<file path="config.mk">
export PLATFORM = sky130hd
export DESIGN_NAME = nibble_fuse_encoder
export DESIGN_NICKNAME = d
export VERILOG_FILES = /design/src/rtl/fenc_pkg.sv /design/src/rtl/fenc_nibble_code.sv /design/src/rtl/fenc_seq.sv /design/src/rtl/nibble_fuse_encoder.sv
export SDC_FILE = /design/constraint.sdc
export NUM_CORES = 1
export LEC_CHECK = 0
export ABC_AREA = 1
export BUFFER_PORTS_ARGS = -buffer_cell sky130_fd_sc_hd__buf_2
export CAP_MARGIN = 20
export CORE_UTILIZATION = 37
export CTS_CLUSTER_DIAMETER = 80
export DETAILED_ROUTE_END_ITERATION = 10
export PLACE_DENSITY = 0.62
export SLEW_MARGIN = 20
export SYNTH_ARGS = -nofsm -noshare
export SYNTH_HDL_FRONTEND = slang
export SYNTH_SLANG_ARGS = --single-unit
</file>
<file path="constraint.sdc">
create_clock -name clk -period 1.75 [get_ports clk]
set_input_delay 0.2625 -clock clk [delete_from_list [all_inputs] [get_ports clk]]
set_output_delay 0.2625 -clock clk [all_outputs]
set_load 0.005 [all_outputs]
</file>
<file path="src/rtl/fenc_pkg.sv">
package fenc_pkg;

    localparam int NIB_W  = 4;
    localparam int PAR_N  = 4;
    localparam int CW_W   = NIB_W + PAR_N;
    localparam int BYTE_W = 8;
    localparam int NIBS   = BYTE_W / NIB_W;

    typedef enum logic [1:0] {
        ST_IDLE = 2'd0,
        ST_LOW  = 2'd1,
        ST_HIGH = 2'd2,
        ST_FIN  = 2'd3
    } fenc_state_e;

    // First data bit feeding parity bit k
    function automatic int par_src_a(input int k);
        case (k)
            0:       return 0;
            1:       return 2;
            2:       return 0;
            default: return 1;
        endcase
    endfunction

    // Second data bit feeding parity bit k
    function automatic int par_src_b(input int k);
        case (k)
            0:       return 1;
            1:       return 3;
            2:       return 2;
            default: return 3;
        endcase
    endfunction

endpackage

</file>
<file path="src/rtl/fenc_nibble_code.sv">
module fenc_nibble_code
    import fenc_pkg::*;
(
    input  logic [NIB_W-1:0] nib_i,
    output logic [CW_W-1:0]  cw_o
);

    assign cw_o[NIB_W-1:0] = nib_i;

    for (genvar k = 0; k < PAR_N; k++) begin : g_par
        localparam int SA = par_src_a(k);
        localparam int SB = par_src_b(k);
        assign cw_o[NIB_W+k] = nib_i[SA] ^ nib_i[SB];
    end

endmodule

</file>
<file path="src/rtl/fenc_seq.sv">
module fenc_seq
    import fenc_pkg::*;
#(
    parameter int ADDR_W = 10,
    parameter int CNT_W  = 10
) (
    input  logic              clk,
    input  logic              rst_n,
    input  logic              start_i,
    input  logic [ADDR_W-1:0] base_i,
    input  logic [CNT_W-1:0]  count_i,
    input  logic              in_valid_i,
    input  logic [CW_W-1:0]   lo_cw_i,
    input  logic [CW_W-1:0]   hi_cw_i,
    output logic              in_ready_o,
    output logic              wr_en_o,
    output logic [ADDR_W-1:0] wr_addr_o,
    output logic [CW_W-1:0]   wr_data_o,
    output logic              done_o
);

    typedef struct packed {
        fenc_state_e       st;
        logic [ADDR_W-1:0] addr;
        logic [CNT_W-1:0]  left;
        logic [CW_W-1:0]   hi_cw;
        logic              wr_en;
        logic [ADDR_W-1:0] wr_addr;
        logic [CW_W-1:0]   wr_data;
        logic              done;
    } seq_t;

    seq_t s_d, s_q;

    always_comb begin
        s_d         = s_q;
        s_d.wr_en   = 1'b0;
        s_d.done    = 1'b0;
        case (s_q.st)
            ST_IDLE: begin
                if (start_i) begin
                    s_d.addr = base_i;
                    s_d.left = count_i;
                    if (count_i == '0) begin
                        s_d.done = 1'b1;
                    end else begin
                        s_d.st = ST_LOW;
                    end
                end
            end
            ST_LOW: begin
                if (in_valid_i) begin
                    s_d.wr_en   = 1'b1;
                    s_d.wr_addr = s_q.addr;
                    s_d.wr_data = lo_cw_i;
                    s_d.hi_cw   = hi_cw_i;
                    s_d.addr    = s_q.addr + 1'b1;
                    s_d.left    = s_q.left - 1'b1;
                    s_d.st      = ST_HIGH;
                end
            end
            ST_HIGH: begin
                s_d.wr_en   = 1'b1;
                s_d.wr_addr = s_q.addr;
                s_d.wr_data = s_q.hi_cw;
                s_d.addr    = s_q.addr + 1'b1;
                s_d.st      = (s_q.left == '0) ? ST_FIN : ST_LOW;
            end
            default: begin
                s_d.done = 1'b1;
                s_d.st   = ST_IDLE;
            end
        endcase
    end

    always_ff @(posedge clk or negedge rst_n) begin
        if (!rst_n) begin
            s_q <= '{st: ST_IDLE, default: '0};
        end else begin
            s_q <= s_d;
        end
    end

    assign in_ready_o = (s_q.st == ST_LOW);
    assign wr_en_o    = s_q.wr_en;
    assign wr_addr_o  = s_q.wr_addr;
    assign wr_data_o  = s_q.wr_data;
    assign done_o     = s_q.done;

    AST_ACCEPT_THEN_BUSY: assert property (@(posedge clk) disable iff (!rst_n)
        (in_valid_i && in_ready_o) |=> (wr_en_o && !in_ready_o)) else $error("ready after accept");

    AST_HIGH_ADDR_NEXT: assert property (@(posedge clk) disable iff (!rst_n)
        (in_valid_i && in_ready_o) |=> ##1 (wr_en_o && wr_addr_o == ADDR_W'($past(wr_addr_o) + 1'b1))) else $error("address step");

    AST_DONE_SINGLE: assert property (@(posedge clk) disable iff (!rst_n)
        done_o |=> !done_o) else $error("done longer than one cycle");

    AST_DONE_NO_WRITE: assert property (@(posedge clk) disable iff (!rst_n)
        done_o |-> (!wr_en_o && !in_ready_o)) else $error("write with done");

endmodule

</file>
<file path="src/rtl/nibble_fuse_encoder.sv">
module nibble_fuse_encoder
    import fenc_pkg::*;
#(
    parameter int ADDR_W = 10,
    parameter int CNT_W  = 10
) (
    input  logic              clk,
    input  logic              rst_n,
    input  logic              start_i,
    input  logic [ADDR_W-1:0] base_i,
    input  logic [CNT_W-1:0]  count_i,
    input  logic              in_valid_i,
    input  logic [BYTE_W-1:0] in_data_i,
    output logic              in_ready_o,
    output logic              wr_en_o,
    output logic [ADDR_W-1:0] wr_addr_o,
    output logic [CW_W-1:0]   wr_data_o,
    output logic              done_o
);

    logic [CW_W-1:0] cw [NIBS];

    for (genvar g = 0; g < NIBS; g++) begin : g_enc
        fenc_nibble_code u_code (
            .nib_i (in_data_i[g*NIB_W +: NIB_W]),
            .cw_o  (cw[g])
        );
    end

    fenc_seq #(
        .ADDR_W (ADDR_W),
        .CNT_W  (CNT_W)
    ) u_seq (
        .clk        (clk),
        .rst_n      (rst_n),
        .start_i    (start_i),
        .base_i     (base_i),
        .count_i    (count_i),
        .in_valid_i (in_valid_i),
        .lo_cw_i    (cw[0]),
        .hi_cw_i    (cw[NIBS-1]),
        .in_ready_o (in_ready_o),
        .wr_en_o    (wr_en_o),
        .wr_addr_o  (wr_addr_o),
        .wr_data_o  (wr_data_o),
        .done_o     (done_o)
    );

    AST_LOW_NIB_KEPT: assert property (@(posedge clk) disable iff (!rst_n)
        (in_valid_i && in_ready_o) |=> (wr_data_o[3:0] == $past(in_data_i[3:0]))) else $error("low nibble");

    AST_HIGH_NIB_SECOND: assert property (@(posedge clk) disable iff (!rst_n)
        (in_valid_i && in_ready_o) |=> ##1 (wr_data_o[3:0] == $past(in_data_i[7:4], 2))) else $error("high nibble order");

    AST_PAR_PAIRS_A: assert property (@(posedge clk) disable iff (!rst_n)
        wr_en_o |-> (wr_data_o[4] == (wr_data_o[0] ^ wr_data_o[1]) &&
                     wr_data_o[5] == (wr_data_o[2] ^ wr_data_o[3]))) else $error("parity 4/5");

    AST_PAR_PAIRS_B: assert property (@(posedge clk) disable iff (!rst_n)
        wr_en_o |-> (wr_data_o[6] == (wr_data_o[0] ^ wr_data_o[2]) &&
                     wr_data_o[7] == (wr_data_o[1] ^ wr_data_o[3]))) else $error("parity 6/7");

endmodule

</file>
==> impl_metrics.env <==
export IMPL_worst_pin_slew_ps=385
export IMPL_yosys_top_cells_area="dfrtp_1 43%, nand2_1 12%, inv_1 7.6%"
export IMPL_clkTransAtPathRegs_ps=90
export IMPL_antenna_left=0
export IMPL_antenna_cells=0
export IMPL_cp_arrival_ps=1820
export IMPL_synthDistinctLibCells=31
export IMPL_dp_hpwl_um=4850
export IMPL_syn_nets=426
export IMPL_drt_iter0_markers=130
export IMPL_grt_pass1_wl_um=11200
export IMPL_path_buf_inv=2
export IMPL_port_buffers=52
export IMPL_yosysSeqAreaShare_pct=43.2
export IMPL_setup_viol=0
export IMPL_drv_slew=0
export IMPL_drive_gt1_share_pct=19.9
export IMPL_required_ps=1940
export IMPL_yosysMostFrequentCell="nand2_1"
export IMPL_p_sw_mw=2.66
export IMPL_synth_warnings=0
export IMPL_cp_top_family="adder cells"
export IMPL_syn_area_um2=2900
export IMPL_avgSynthCellArea_um2=7.49
export IMPL_gp_congestion=0.845
export IMPL_critical_path_class="reg -> reg"
export IMPL_clkPwrFrac_pct=11.5
export IMPL_p_leak_nw=1.71
export IMPL_cpPeakStageDelay_ps=410
export IMPL_track_usage_pct=16.9
export IMPL_cts_buffers=5
export IMPL_cp_start_kind="flip-flop"
export IMPL_setup_ws_ps=113
export IMPL_cts_max_level=2
export IMPL_ir_drop_v=0.000660
export IMPL_clk_insertion_delay_late_ps=310
export IMPL_drc=0
export IMPL_combPwrFrac_pct=53.0
export IMPL_synthArstFlopShare_pct=100
export IMPL_antenna_found_initial=0
export IMPL_cts_root_buf="clkbuf_8"
export IMPL_grt_max_degree=51
export IMPL_clockBufferDepth=2
export IMPL_drt_total_wl_um=6580
export IMPL_seq_power_share_pct=35.5
export IMPL_crit_chain="inv_1, ha_1, clkinvlp_4, nand2_1, o21ai_0, nand2_1, o21ai_0"
export IMPL_max_clock_freq_mhz=611
export IMPL_pre_cts_slack_ps=63.2
export IMPL_cts_sinks=50
export IMPL_switching_share_pct=45.7
export IMPL_coreArea_um2=7410
export IMPL_synth_commonest_cells="92 x nand2_1, 59 x inv_1, 50 x dfrtp_1"
export IMPL_num_io_pins=53
export IMPL_final_util_pct=44.7
export IMPL_slew_headroom_pct=74.4
export IMPL_hold_viol=0
export IMPL_pwr_density_cell_nw_per_um2=1760
export IMPL_synth_top_area_share_pct=43.2
export IMPL_hp_class="in -> reg"
export IMPL_ys_dominant_reg_cell="dfrtp_1"
export IMPL_end_kind="flip-flop"
export IMPL_post_route_period_util_pct=93.6
export IMPL_grt_ovfl_total=0
export IMPL_rows=31
export IMPL_cp_depth=7
export IMPL_start_util_pct=39.1
export IMPL_die_area_um2=8190
export IMPL_die_w_um=90.5
export IMPL_synthCells=387
export IMPL_crit_slowest_cell="ha_1"
export IMPL_design_area_um2=3310
export IMPL_crit_fanout=9
export IMPL_dr_pass1_iters=4
export IMPL_placed_area_um2=3190
export IMPL_status="finished, final reports clean"
export IMPL_worstHoldPathCells=2
export IMPL_grt_pass1_vias=2457
export IMPL_fp_dieH_um=90.5
export IMPL_reg2reg_depth=7
export IMPL_cts_tree="built"
export IMPL_period_needed_ps=1640
export IMPL_nNetsFinal=472
export IMPL_skew_ps=10.1
export IMPL_intPower_mw=3.16
export IMPL_syn_to_final_growth_pct=14.3
export IMPL_ys_ff_latch=50
export IMPL_num_vias=2605
export IMPL_fin_setup_tns_ps=0
export IMPL_post_drt_wl_per_cell_um=12.4
export IMPL_synth_edf_count=0
export IMPL_maxCapViolations=0
export IMPL_synth_top_area_cell="dfrtp_1"
export IMPL_viasPerCell=4.90
-- power groups by stage --
stage	Clock [mW]	Combinational (mW)	Sequential (mW)
6_report	0.669	3.09	2.07
5_1_grt	0.734	3.55	2.14
4_1_cts	0.692	3.02	2.06
3_5_place_dp	0	3.01	2.08
3_3_place_gp	0	2.96	2.06
2_1_floorplan	0	2.38	1.98
-- repair_timing --
| action | in CTS | in global routing |
|---|---|---|
| endpoints found under the setup margin | 0 | 35 |
| hold buffers | 1 | 0 |
| hold endpoints to repair | 50 | 0 |
| resized for setup | 0 | 5 |
| buffers inserted | 0 | 1 |
-- cell type report --
cell class                 instances  area (µm²)
sequential                        50        1250
tap                               99         124
multi-input combinational        249        1250
clock buffer                       5        68.8
timing repair buffer              64         365
inverter                          63         243
clock inverter                     2        13.8
fill                             796        4100
-- layer usage --
metal / GRT usage, % / share of wire (%) / up-vias
met2: 27.0 / 46 / 70
met3: 3.11 / 5.5 / 6
met1: 22.8 / 47 / 1206
met5: 0 / 0 / -
met4: 5.78 / 1.4 / 0
li1: - / - / 1323
-- stage by stage --
step	hold WS (ps)	power, mW	instances
detailed placement	276	5.09	522
global placement	279	5.02	522
floorplan	-33.1	4.36	387
global route	170	6.43	532
CTS	168	5.78	530
finish	171	5.82	532
-- cells in the final DEF (no fill, tap or decap), types with 2 or more instances in the layout --
cell      netlist  routed
ha_1            7       6
o21ai_2         1       2
inv_2           1       2
o211ai_1        2       2
nand3_1        30      30
nand2_1        92      92
nor3_1          2       2
nor2_1         24      24
o22ai_1        13      13
clkinv_2        2       3
buf_2           3      52
o21ai_1         2       2
a21oi_1        22      22
nand2_2         3       3
inv_1          59      58
nand4_1         3       3
buf_4          20      10
a21boi_1        4       4
dfrtp_1        50      49
o21ai_0        35      35
clkbuf_8        0       5
-- cells by family after synthesis --
group | count (synthesis) | synth area share [%]
simple gates | 156 | 22.4
buf+inv | 89 | 14.6
compound gates | 84 | 16.5
flops | 50 | 43.2
fa+ha+maj | 7 | 3.02
xor+xnor | 1 | 0.302
-- state kept, by name, summed over array words and instances (netlist names) --
name	count
u_seq.s_q	30
u_seq.wr_addr_o	10
u_seq.wr_data_o	8
u_seq.wr_en_o	1
u_seq.done_o	1
-- final timing paths --
path / start / slack [ps] / to
max: u_seq.s_q[49] / 110 / u_seq.s_q[38]
min reg2reg: u_seq.s_q[24] / 530 / u_seq.s_q[24]
min in group asynchronous: rst_n / 450 / u_seq.wr_addr_o[1]
max reg2reg: u_seq.s_q[49] / 110 / u_seq.s_q[38]
max in group asynchronous: rst_n / 1030 / u_seq.s_q[48]
min: in_data_i[5] / 170 / u_seq.s_q[27]
Power figures use the tool's default switching activity.
